File: src/rtl/s3w_pkg.sv
package s3w_pkg;

    typedef enum logic [1:0] {
        ST_IDLE  = 2'd0,
        ST_SHIFT = 2'd1,
        ST_PEND  = 2'd2,
        ST_STALL = 2'd3
    } s3w_state_e;

    typedef struct packed {
        logic scl;
        logic sda;
        logic en_n;
    } s3w_lines_t;

    typedef struct packed {
        logic scl_fall;
        logic scl_rise;
        logic en_fall;
        logic en_rise;
        logic sda;
    } s3w_evt_t;

    localparam s3w_lines_t LINES_IDLE = '{scl: 1'b1, sda: 1'b1, en_n: 1'b1};

    function automatic logic byte_waiting(s3w_state_e s);
        return (s == ST_PEND) || (s == ST_STALL);
    endfunction

endpackage

File: src/rtl/s3w_front.sv
module s3w_front
    import s3w_pkg::*;
#(
    parameter int STAGES = 2
) (
    input  logic       clk,
    input  logic       rst,
    input  s3w_lines_t raw,
    output s3w_evt_t   ev
);
    localparam int TOP = STAGES - 1;

    s3w_lines_t [TOP:0] stg;
    s3w_lines_t         last;
    s3w_lines_t         cur;

    always_ff @(posedge clk) begin
        if (rst) begin
            stg  <= {STAGES{LINES_IDLE}};
            last <= LINES_IDLE;
        end else begin
            for (int i = TOP; i > 0; i--) begin
                stg[i] <= stg[i-1];
            end
            stg[0] <= raw;
            last   <= stg[TOP];
        end
    end

    assign cur         = stg[TOP];
    assign ev.scl_fall = last.scl & ~cur.scl;
    assign ev.scl_rise = ~last.scl & cur.scl;
    assign ev.en_fall  = last.en_n & ~cur.en_n;
    assign ev.en_rise  = ~last.en_n & cur.en_n;
    assign ev.sda      = cur.sda;

endmodule

File: src/rtl/s3w_buf.sv
module s3w_buf #(
    parameter int BYTE_W = 8
) (
    input  logic              clk,
    input  logic              rst,
    input  logic              rx_push,
    input  logic [BYTE_W-1:0] rx_byte,
    input  logic              rx_ready,
    output logic [BYTE_W-1:0] rx_data,
    output logic              rx_valid,
    input  logic              tx_valid,
    input  logic [BYTE_W-1:0] tx_data,
    input  logic              tx_take,
    output logic [BYTE_W-1:0] tx_byte,
    output logic              tx_full
);
    always_ff @(posedge clk) begin
        if (rst) begin
            rx_data  <= '0;
            rx_valid <= 1'b0;
            tx_byte  <= '0;
            tx_full  <= 1'b0;
        end else begin
            if (rx_push) begin
                rx_data  <= rx_byte;
                rx_valid <= 1'b1;
            end else if (rx_valid && rx_ready) begin
                rx_valid <= 1'b0;
            end
            if (tx_valid && !tx_full) begin
                tx_byte <= tx_data;
                tx_full <= 1'b1;
            end else if (tx_take) begin
                tx_full <= 1'b0;
            end
        end
    end

endmodule

File: src/rtl/s3w_ctrl.sv
module s3w_ctrl
    import s3w_pkg::*;
#(
    parameter int BYTE_W   = 8,
    parameter int WAIT_DLY = 12
) (
    input  logic              clk,
    input  logic              rst,
    input  s3w_evt_t          ev,
    input  logic              rx_space,
    input  logic              tx_avail,
    input  logic [BYTE_W-1:0] tx_byte,
    output logic              rx_push,
    output logic [BYTE_W-1:0] rx_byte,
    output logic              tx_take,
    output logic              scl_pull,
    output logic              sda_pull
);
    localparam int BIT_W = (BYTE_W > 2) ? $clog2(BYTE_W) : 1;
    localparam int CNT_W = $clog2(WAIT_DLY + 1);
    localparam logic [BIT_W-1:0] LAST_BIT = BIT_W'(BYTE_W - 1);
    localparam logic [CNT_W-1:0] CNT_END  = CNT_W'(WAIT_DLY - 1);

    s3w_state_e        st;
    logic [BYTE_W-1:0] sh;
    logic [BIT_W-1:0]  nbit;
    logic              run;
    logic [CNT_W-1:0]  cnt;
    logic              handoff;

    assign handoff  = byte_waiting(st) && rx_space && tx_avail && !ev.en_rise;
    assign rx_push  = handoff;
    assign rx_byte  = sh;
    assign tx_take  = handoff || (ev.en_fall && tx_avail);
    assign scl_pull = (st == ST_STALL);
    assign sda_pull = (st == ST_SHIFT) && !sh[BYTE_W-1];

    always_ff @(posedge clk) begin
        if (rst) begin
            st   <= ST_IDLE;
            sh   <= '1;
            nbit <= '0;
            run  <= 1'b0;
            cnt  <= '0;
        end else if (ev.en_rise) begin
            st   <= ST_IDLE;
            sh   <= '1;
            nbit <= '0;
            run  <= 1'b0;
        end else if (ev.en_fall) begin
            st   <= ST_SHIFT;
            sh   <= tx_avail ? tx_byte : '1;
            nbit <= '0;
            run  <= 1'b0;
        end else begin
            unique case (st)
                ST_SHIFT: begin
                    if (ev.scl_fall) begin
                        sh <= {sh[BYTE_W-2:0], ev.sda};
                        if (nbit == LAST_BIT) begin
                            nbit <= '0;
                            st   <= ST_PEND;
                        end else begin
                            nbit <= nbit + BIT_W'(1);
                        end
                    end
                end
                ST_PEND: begin
                    if (handoff) begin
                        st  <= ST_SHIFT;
                        sh  <= tx_byte;
                        run <= 1'b0;
                    end else if (ev.scl_rise) begin
                        run <= 1'b1;
                        cnt <= '0;
                    end else if (run) begin
                        if (cnt == CNT_END) begin
                            st  <= ST_STALL;
                            run <= 1'b0;
                        end else begin
                            cnt <= cnt + CNT_W'(1);
                        end
                    end
                end
                ST_STALL: begin
                    if (handoff) begin
                        st <= ST_SHIFT;
                        sh <= tx_byte;
                    end
                end
                default: ;
            endcase
        end
    end

endmodule

File: src/rtl/s3w_slave.sv
module s3w_slave
    import s3w_pkg::*;
#(
    parameter int BYTE_W      = 8,
    parameter int SYNC_STAGES = 2,
    parameter int WAIT_DLY    = 12
) (
    input  logic              clk,
    input  logic              rst,
    input  logic              scl_in,
    output logic              scl_pull,
    input  logic              sda_in,
    output logic              sda_pull,
    input  logic              en_n,
    output logic [BYTE_W-1:0] rx_data,
    output logic              rx_valid,
    input  logic              rx_ready,
    input  logic [BYTE_W-1:0] tx_data,
    input  logic              tx_valid,
    output logic              tx_ready
);
    s3w_lines_t        lines;
    s3w_evt_t          ev;
    logic              rx_push;
    logic [BYTE_W-1:0] rx_byte;
    logic              tx_take;
    logic [BYTE_W-1:0] tx_byte;
    logic              tx_full;

    assign lines = '{scl: scl_in, sda: sda_in, en_n: en_n};

    s3w_front #(.STAGES(SYNC_STAGES)) u_front (
        .clk (clk),
        .rst (rst),
        .raw (lines),
        .ev  (ev)
    );

    s3w_ctrl #(.BYTE_W(BYTE_W), .WAIT_DLY(WAIT_DLY)) u_ctrl (
        .clk      (clk),
        .rst      (rst),
        .ev       (ev),
        .rx_space (!rx_valid),
        .tx_avail (tx_full),
        .tx_byte  (tx_byte),
        .rx_push  (rx_push),
        .rx_byte  (rx_byte),
        .tx_take  (tx_take),
        .scl_pull (scl_pull),
        .sda_pull (sda_pull)
    );

    s3w_buf #(.BYTE_W(BYTE_W)) u_buf (
        .clk      (clk),
        .rst      (rst),
        .rx_push  (rx_push),
        .rx_byte  (rx_byte),
        .rx_ready (rx_ready),
        .rx_data  (rx_data),
        .rx_valid (rx_valid),
        .tx_valid (tx_valid),
        .tx_data  (tx_data),
        .tx_take  (tx_take),
        .tx_byte  (tx_byte),
        .tx_full  (tx_full)
    );

    assign tx_ready = !tx_full;

endmodule

File: config.mk
export PLATFORM = sky130hd
export DESIGN_NAME = s3w_slave
export DESIGN_NICKNAME = d
export VERILOG_FILES = /design/src/rtl/s3w_pkg.sv /design/src/rtl/s3w_front.sv /design/src/rtl/s3w_buf.sv /design/src/rtl/s3w_ctrl.sv /design/src/rtl/s3w_slave.sv
export SDC_FILE = /design/constraint.sdc
export NUM_CORES = 1
export LEC_CHECK = 0
export ABC_AREA = 1
export CORE_ASPECT_RATIO = 1.2
export CORE_MARGIN = 10
export CORE_UTILIZATION = 42
export DETAILED_ROUTE_END_ITERATION = 12
export SLEW_MARGIN = 20
export SYNTH_ARGS = -nofsm -noshare
export SYNTH_HDL_FRONTEND = slang
export SYNTH_SLANG_ARGS = --single-unit
export TNS_END_PERCENT = 100
File: constraint.sdc
create_clock -name clk -period 2.4 [get_ports clk]
set_input_delay 0.24 -clock clk [delete_from_list [all_inputs] [get_ports clk]]
set_output_delay 0.24 -clock clk [all_outputs]
set_load 0.1 [all_outputs]
==> impl_metrics.csv, run 1 <==
group,metric,value,unit
setup_path,crit_arrival,1480,ps
global_routing,first_pass_grt_wire_length,6.80,mm
cts,cts_resized,0,
floorplanning,design.die.area,7670,um^2
timing,timing.final.ws_setup,680,ps
layout,antenna_cells,0,
yosys,syn_area_per_cell,7.37,um^2
setup_path,timing.critical_path.required,2160,ps
drt,routed_via_density,4.73,
timing,actual_transition_at_the_worst_max_transition_pin,461,ps
drt,num_vias,1619,
global_routing,met3_capacity_usage_during_global_routing,0.0431,
timing,final_layout_setup_total_negative_slack,0,ps
yosys,synthDistinctLibCells,23,
cts,cts_hold_repair.buffers,0,
floorplanning,placementRows,26,
cts,h-tree-depth,2,
drt,drc_errors,0,
setup_path,rr_worst_depth,7,
power_and_ir_drop,power-per-cell-area,636,nW/um^2
layout,finalNetCount,303,
drt,routed_wire_length_per_instance,11.2,um
setup_path,cell_breakdown_of_the_critical_path,"inv_2, nand2_1, nor2_1, buf_4",
global_routing,grt-ovfl-total,0,
drt,drt_iter0_drc,101,
global_routing,grt_pass1_vias,1508,
timing,timing.final.max_slew_violations,0,
setup_path,crit_path_start_kind,"register",
power_and_ir_drop,power.leakage,0.00103,uW
global_routing,grt_start_max_net_pins,23,
setup_path,timing.critical_path.to_type,"output port",
yosys,yosys_warnings,0,
timing,hold_viol_final,0,
place,port_buffers,26,
yosys,mappedNetlistArea,1920,um^2
layout,final_cell_mix,"sky130_fd_sc_hd__nand2_1, sky130_fd_sc_hd__dfxtp_1, sky130_fd_sc_hd__nor2_1",
setup_path,reg2reg_setup_slack,760,ps
timing,worst_clock_skew,5.82,ps
global_routing,groute.layer.met2.usage,0.165,
cts,cts_tree,"built",
cts,clkSinkCount,44,
place,pre_cts_ws,717,ps
layout,post_route_cells_drive_above_1_share,0.150,
drt,route.final.wire_length,3.85,mm
global_routing,antenna_found_initial,0,
yosys,synthCells,260,
setup_path,path_buf_inv,2,
floorplanning,num_io_pins,27,
layout,fill_cells,456,
yosys,synth_seq_area_share,0.460,
hold_path,timing.hold.worst.start,"u_front.stg[2]",
setup_path,critical_path_class,"register to output port",
timing,rsz0062_at_grt,"no",
outcome,status,"completed",
drt,firstDrtPassIters,4,
setup_path,worst_r2r_startpoint,"u_ctrl.st[1]",
timing,min_period,1720,ps
hold_path,hp-class,"register to register",
power_and_ir_drop,vdd.ir_drop.worst,354,uV
cts,cts.root.buffer_cell,"sky130_fd_sc_hd__clkbuf_8",
cts,cts-buffers-inserted,5,
cts,clk-insertion-delay-late,300,ps
setup_path,critical-path-top-delay-family,"buffers and inverters",
global_routing,grt.total_usage,0.109,
timing,post-route-period-util,0.716,
setup_path,timing.critical_path.slowest_cell_delay,370,ps
floorplanning,core_area,4330,um^2
layout,area.growth.synth_to_final,20.1,%
drt,ant_nets,0,
setup_path,critPathMaxFanout,22,
setup_path,end_of_the_worst_register_to_register_path,"u_ctrl.rx_byte[6]",
place,hpwl,2.92,mm
timing,timing.slew.headroom,0.692,
floorplanning,die_w,81.7,um
floorplanning,floorplan.initialDensity,0.443,
layout,final_common_cell,"sky130_fd_sc_hd__nand2_1",
setup_path,critical-path-slowest-cell,"sky130_fd_sc_hd__dfxtp_1",
yosys,postSynthRegisterBits,44,
timing,max_freq,0.582,GHz
floorplanning,fp.dieH,94.0,um
place,gp_congestion,0.779,
hold_path,worst_hold_path.endpoint,"u_front.cur[2]",
flow_run,max_cap_viol_count,0,
timing,timing.final.setup_violations,0,
cts,post-cts-setup-buffer-count,0,
cts,ctsLongestPathBuffers,2,
yosys,postSynthNetCount,278,
global_routing,grt-busiest-layer,"met2",
hold_path,timing.hold.worst_path_depth,1,
global_routing,groute.layer.met1.usage,0.136,
cts,worst_setup_hold_path_clk_slew,80,ps
registers in the layout, summed over array words and instances (netlist names):
signal,cells
u_ctrl.cnt,4
u_front.stg,3
u_buf.tx_full,1
u_ctrl.st,2
u_front.last,2
u_buf.rx_data,8
u_front.cur,2
u_ctrl.run,1
u_front.ev,1
u_ctrl.rx_byte,8
u_ctrl.nbit,3
u_buf.rx_valid,1
u_buf.tx_byte,8
metrics by stage:
stage	hold slack, ps	total power (uW)	util	instances	cell area [um^2]
after floorplan	344	868	-	260	1920
after global placement	391	910	0.505	334	2180
after detailed placement	396	911	0.505	334	2180
after CTS	416	1480	0.532	342	2300
after global routing	430	1520	0.532	342	2300
final	413	1460	0.532	342	2300
worst max path at each step:
stage	startpoint	to	slack [ps]	cells past startpoint
detailed placement	rst	u_ctrl.st[0]	720	6
floorplan	u_ctrl.st[1]	sda_pull	150	4
global route	u_ctrl.st[1]	u_ctrl.rx_byte[3]	520	7
CTS	u_ctrl.st[1]	sda_pull	660	4
global placement	u_ctrl.st[1]	u_ctrl.rx_byte[2]	710	7
finish	u_ctrl.st[1]	sda_pull	680	4
kinds of logic after synthesis:
kind of cell	synth area share
fa+ha+maj	0.0196
compound gates	0.138
flops	0.460
xor+xnor	0.00915
buf+inv	0.0797
simple gates	0.294
area by class of cell:
class / count / area, um^2 / area share
clock inverters: 3 / 47.5 / 0.0207
clock buffers: 5 / 68.8 / 0.0299
repair buffers: 27 / 238 / 0.103
inverters: 30 / 113 / 0.0490
well taps: 56 / 70.1 / 0.0305
flip-flops and latches: 44 / 881 / 0.383
multi-input cells: 177 / 882 / 0.384
synthesized netlist by cell type (all sizes together):
master / number / area share
nand4: 1 / 0.0033
a211oi: 1 / 0.0039
xnor2: 1 / 0.0046
dfxtp: 44 / 0.46
or2: 6 / 0.020
o211ai: 8 / 0.031
nand3: 28 / 0.080
clkinv: 1 / 0.0020
ha: 3 / 0.020
a21oi: 17 / 0.050
clkbuf: 4 / 0.0078
nor2: 36 / 0.081
xor2: 1 / 0.0046
nand2: 55 / 0.11
buf: 5 / 0.013
inv: 29 / 0.057
o21ai: 20 / 0.052
metal layers:
| metal | wire length (um) | part of all wire | vias to the layer above |
|---|---|---|---|
| met3 | 218 | 0.057 | 5 |
| met4 | 62 | 0.016 | 0 |
| li1 | - | - | 889 |
| met2 | 1600 | 0.41 | 26 |
| met1 | 1970 | 0.51 | 699 |
| met5 | 0 | 0 | - |
power by group:
part	internal (uW)	switching, uW
clock	313	257
sequential	756	13.4
combinational	50.3	72.8
(Power assumes the default switching activity.)
==> run 2, diff against run 1 <==
--- a/config.mk
+++ b/config.mk
@@ -10,6 +10,7 @@
 export CORE_MARGIN = 10
 export CORE_UTILIZATION = 42
 export DETAILED_ROUTE_END_ITERATION = 12
+export PLACE_DENSITY = 0.66
 export SLEW_MARGIN = 20
 export SYNTH_ARGS = -nofsm -noshare
 export SYNTH_HDL_FRONTEND = slang
==> constraint.sdc (replaced) <==
create_clock -name clk -period 1.5 [get_ports clk]
set_input_delay 0.15 -clock clk [delete_from_list [all_inputs] [get_ports clk]]
set_output_delay 0.15 -clock clk [all_outputs]
set_load 0.1 [all_outputs]
==> impl_metrics.csv, run 2 (synthesis gave the netlist of run 1 again) <==
group,metric,value,unit
outcome,status,"completed",
timing,hold_viol_final,0,
timing,timing.slew.headroom,0.815,
layout,finalNetCount,308,
cts,post-cts-setup-buffer-count,0,
power_and_ir_drop,power-per-cell-area,872,nW/um^2
cts,cts.root.buffer_cell,"sky130_fd_sc_hd__clkbuf_8",
setup_path,timing.critical_path.slowest_cell_delay,390,ps
cts,worst_setup_hold_path_clk_slew,80,ps
timing,hold_slack,406,ps
cts,cts-buffers-inserted,5,
layout,area.growth.synth_to_final,29.7,%
layout,post_route_cells_drive_above_1_share,0.186,
floorplanning,fp.dieH,94.0,um
cts,cts_resized,0,
timing,timing.final.max_slew_violations,0,
setup_path,critical-path-slowest-cell,"sky130_fd_sc_hd__dfxtp_2",
power_and_ir_drop,pwr-share-seq,0.569,
place,placed_area,2390,um^2
global_routing,grt_start_max_net_pins,20,
floorplanning,floorplan.initialDensity,0.443,
layout,antenna_cells,0,
drt,drc_errors,0,
setup_path,crit_arrival,1230,ps
setup_path,critPathMaxFanout,5,
global_routing,grt_pass1_vias,1604,
setup_path,cell_breakdown_of_the_critical_path,"buf_4, nand2_1, nor2_2, buf_12",
timing,rsz0062_at_grt,"no",
power_and_ir_drop,cell_internal_pwr,1630,uW
place,port_buffers,26,
timing,post-route-period-util,0.922,
global_routing,met3_capacity_usage_during_global_routing,0.0469,
drt,firstDrtPassIters,5,
cts,ctsLongestPathBuffers,2,
power_and_ir_drop,report.power.total,2170,uW
power_and_ir_drop,clockPowerShare,0.331,
power_and_ir_drop,combPwrFrac,0.100,
layout,final_common_cell,"sky130_fd_sc_hd__nand2_1",
setup_path,critical_path_class,"register to output port",
drt,drt_iter0_drc,115,
floorplanning,num_io_pins,27,
timing,timing.final.setup_violations,0,
power_and_ir_drop,power.leakage,0.00108,uW
drt,ant_nets,0,
setup_path,crit_path_start_kind,"register",
drt,routed_wire_length_per_instance,11.4,um
timing,min_period,1380,ps
power_and_ir_drop,p_switching,539,uW
timing,max_freq,0.723,GHz
flow_run,max_cap_viol_count,0,
cts,cts_tree,"built",
global_routing,grt-busiest-layer,"met2",
cts,h-tree-depth,2,
layout,final_standard_cell_utilization_of_the_core,0.574,
global_routing,grt.total_usage,0.111,
layout,final_cell_mix,"sky130_fd_sc_hd__nand2_1, sky130_fd_sc_hd__dfxtp_1, sky130_fd_sc_hd__nor2_1",
drt,route.final.wire_length,3.96,mm
cts,clkSinkCount,44,
setup_path,timing.critical_path.to_type,"output port",
global_routing,grt-ovfl-total,0,
power_and_ir_drop,switching_share,0.249,
floorplanning,design.die.area,7670,um^2
hold_path,hp-class,"input pin to register",
place,hpwl,3.00,mm
global_routing,antenna_found_initial,0,
drt,routed_via_density,4.79,
global_routing,groute.layer.met2.usage,0.170,
global_routing,first_pass_grt_wire_length,6.95,mm
layout,finalInstanceArea,2480,um^2
timing,actual_transition_at_the_worst_max_transition_pin,276,ps
setup_path,rr_worst_depth,7,
cts,clk-insertion-delay-late,300,ps
cts,cts_hold_repair.buffers,0,
power_and_ir_drop,vdd.ir_drop.worst,581,uV
floorplanning,placementRows,26,
hold_path,timing.hold.worst_path_depth,2,
floorplanning,core_area,4330,um^2
drt,num_vias,1661,
floorplanning,die_w,81.7,um
place,gp_congestion,0.880,
global_routing,groute.layer.met1.usage,0.132,
setup_path,timing.critical_path.required,1350,ps
timing,worst_clock_skew,6.07,ps
run 2: metrics by stage:
step | setup TNS [ps] | worst slack, ps | instances
floorplan | -671 | -219 | 260
global placement | 0 | 188 | 339
detailed placement | 0 | 157 | 339
CTS | 0 | 41.6 | 347
global route | 0 | 3.68 | 347
finish | 0 | 117 | 347
run 2: worst paths after layout:
check / slack [ps] / startpoint / endpoint
setup / recovery: 120 / u_ctrl.st[0] / sda_pull
hold / removal: 410 / sda_in / u_front.stg[1]
setup reg to reg: 180 / u_buf.tx_full / u_ctrl.rx_byte[0]
hold reg to reg: 420 / u_front.stg[0] / u_front.cur[0]
run 2: final cells by class:
| class | count | area, um^2 |
|---|---|---|
| clock buffers | 5 | 68.8 |
| clock inverters | 3 | 18.8 |
| fillers | 396 | 1840 |
| inverters | 30 | 116 |
| multi-input cells | 177 | 902 |
| flip-flops and latches | 44 | 883 |
| well taps | 56 | 70.1 |
| repair buffers | 32 | 425 |
run 2: critical path, delay by kind of cell, from the launching register on:
| family | cells | cell delay [ps] |
|---|---|---|
| buffers and inverters | 2 | 340 |
| flip-flops | 1 | 390 |
| AND/OR/NAND/NOR | 2 | 200 |
run 2: power by group through the flow:
stage	logic (uW)	registers (uW)	clock network, uW
3_5_place_dp	217	1260	0
2_1_floorplan	144	1250	0
6_report	217	1230	717
4_1_cts	218	1230	740
5_1_grt	243	1240	794
3_3_place_gp	215	1260	0
run 2: metal layers:
| layer | part of all wire | vias up |
|---|---|---|
| met5 | 0 | - |
| met4 | 0.011 | 0 |
| met3 | 0.067 | 4 |
| met2 | 0.44 | 29 |
| met1 | 0.48 | 727 |
| li1 | - | 901 |
==> run 3, diff against run 2 <==
--- a/config.mk
+++ b/config.mk
@@ -9,6 +9,7 @@
 export CORE_ASPECT_RATIO = 1.2
 export CORE_MARGIN = 10
 export CORE_UTILIZATION = 42
+export CTS_BUF_LIST = sky130_fd_sc_hd__clkbuf_2
 export DETAILED_ROUTE_END_ITERATION = 12
 export PLACE_DENSITY = 0.66
 export SLEW_MARGIN = 20
==> impl_metrics.csv, run 3 (synthesis gave the netlist of run 1 again) <==
group,metric,value,unit
drt,routed_wire_length_per_instance,11.5,um
timing,hold_viol_final,0,
floorplanning,design.die.area,7670,um^2
timing,min_period,1430,ps
cts,cts_hold_repair.buffers,0,
power_and_ir_drop,power-per-cell-area,788,nW/um^2
timing,timing.final.ws_setup,67.0,ps
floorplanning,core_area,4330,um^2
setup_path,timing.critical_path.to_type,"output port",
floorplanning,floorplan.initialDensity,0.443,
setup_path,critical_path_class,"register to output port",
timing,worst_clock_skew,11.2,ps
timing,post-route-period-util,0.955,
cts,cts_tree,"built",
layout,final_cell_mix,"sky130_fd_sc_hd__nand2_1, sky130_fd_sc_hd__dfxtp_1, sky130_fd_sc_hd__nor2_1",
timing,timing.final.setup_violations,0,
cts,clk-insertion-delay-late,410,ps
timing,actual_transition_at_the_worst_max_transition_pin,278,ps
hold_path,timing.hold.worst_path_depth,2,
layout,antenna_cells,0,
cts,ctsLongestPathBuffers,2,
setup_path,rr_worst_depth,7,
layout,post_layout_nonfiller_instances,348,
timing,rsz0062_at_grt,"yes",
setup_path,cell_breakdown_of_the_critical_path,"inv_4, nand2_2, nor2_4, buf_12",
timing,timing.final.max_slew_violations,0,
timing,timing.slew.headroom,0.814,
power_and_ir_drop,power.leakage,0.00108,uW
setup_path,timing.critical_path.required,1350,ps
hold_path,hp-class,"input pin to register",
global_routing,grt.total_usage,0.112,
flow_run,max_cap_viol_count,0,
layout,area.growth.synth_to_final,28.7,%
place,pre_cts_ws,157,ps
drt,num_vias,1681,
cts,worst_setup_hold_path_clk_slew,220,ps
layout,post_route_cells_drive_above_1_share,0.202,
cts,clkSinkCount,44,
setup_path,critPathMaxFanout,5,
place,dpl.cell_count,339,
global_routing,grt-ovfl-total,0,
cts,cts.root.buffer_cell,"sky130_fd_sc_hd__clkbuf_2",
timing,max_freq,0.698,GHz
drt,drc_errors,0,
drt,drt_iter0_drc,79,
layout,finalNetCount,309,
setup_path,crit_arrival,1280,ps
floorplanning,placementRows,26,
drt,ant_nets,0,
setup_path,timing.critical_path.slowest_cell_delay,410,ps
setup_path,critical-path-slowest-cell,"sky130_fd_sc_hd__dfxtp_4",
floorplanning,fp.dieH,94.0,um
cts,h-tree-depth,2,
place,gp_congestion,0.880,
floorplanning,die_w,81.7,um
floorplanning,num_io_pins,27,
cts,cts-buffers-inserted,5,
setup_path,crit_path_start_kind,"register",
drt,route.final.wire_length,4.00,mm
drt,routed_via_density,4.83,
place,hpwl,3.00,mm
global_routing,grt_pass1_vias,1613,
global_routing,first_pass_grt_wire_length,7.01,mm
layout,final_common_cell,"sky130_fd_sc_hd__nand2_1",
place,port_buffers,26,
global_routing,grt_start_max_net_pins,20,
outcome,status,"completed",
power_and_ir_drop,vdd.ir_drop.worst,528,uV
timing,hold_slack,279,ps
drt,firstDrtPassIters,4,
global_routing,antenna_found_initial,0,
-- run 3: changes by cell type in the layout (fill, tap and decap cells not counted) --
cell,previous run,this run
sky130_fd_sc_hd__nand2_1,52,51
sky130_fd_sc_hd__nor2_4,3,4
sky130_fd_sc_hd__buf_4,6,7
sky130_fd_sc_hd__dfxtp_4,0,2
sky130_fd_sc_hd__clkbuf_8,5,0
sky130_fd_sc_hd__nand2_2,2,3
sky130_fd_sc_hd__nor2_2,2,1
sky130_fd_sc_hd__inv_1,22,21
sky130_fd_sc_hd__dfxtp_1,42,40
sky130_fd_sc_hd__clkbuf_2,0,5
sky130_fd_sc_hd__inv_4,0,1
-- run 3: final timing paths --
kind / start / slack, ps / endpoint
max: u_ctrl.st[1] / 70 / sda_pull
min: en_n / 280 / u_front.stg[0]
max reg2reg: u_ctrl.cnt[0] / 140 / u_ctrl.cnt[0]
min reg2reg: u_front.stg[0] / 440 / u_front.cur[0]
-- run 3: what timing repair did --
action	in CTS	in global routing
pin swaps	0	1
resized for setup	3	8
setup endpoints to repair	2	10
buffers inserted	1	1
-- run 3: cell type report --
class,instances,area [um^2]
Inverter,30,119
Clock buffer,5,25.0
Sequential cell,44,891
Multi-Input combinational cell,177,910
Fill cell,405,1860
Timing Repair Buffer,33,433
Clock inverter,3,18.8
Tap cell,56,70.1
-- run 3: critical path: cells and delay by family, from the launching register on --
kind                   cells  cell delay (ps)
buffers and inverters      2              270
flip-flops                 1              410
AND/OR/NAND/NOR            2              190
-- run 3: per-stage QoR --
step,total power (uW),setup TNS [ps],util,cell area [um^2]
2_1_floorplan,1400,-671,-,1940
3_3_place_gp,1470,0,0.551,2390
3_5_place_dp,1480,0,0.551,2390
4_1_cts,1970,0,0.564,2440
5_1_grt,2060,-26.4,0.570,2470
6_report,1940,0,0.570,2470
-- run 3: power breakdown --
part | internal [uW] | total [uW] | leakage [uW] | switching [uW]
registers | 1210 | 1240 | 0.000362 | 23.7
logic | 94.0 | 217 | 0.000680 | 124
clock network | 113 | 491 | 0.0000327 | 378
-- run 3: routing by layer --
| layer | share of wire | wire length [um] | global-route usage |
|---|---|---|---|
| met1 | 0.47 | 1890 | 0.133 |
| met5 | 0 | 0 | 0 |
| met2 | 0.44 | 1760 | 0.173 |
| met3 | 0.072 | 288 | 0.0489 |
| met4 | 0.014 | 55 | 0.0455 |
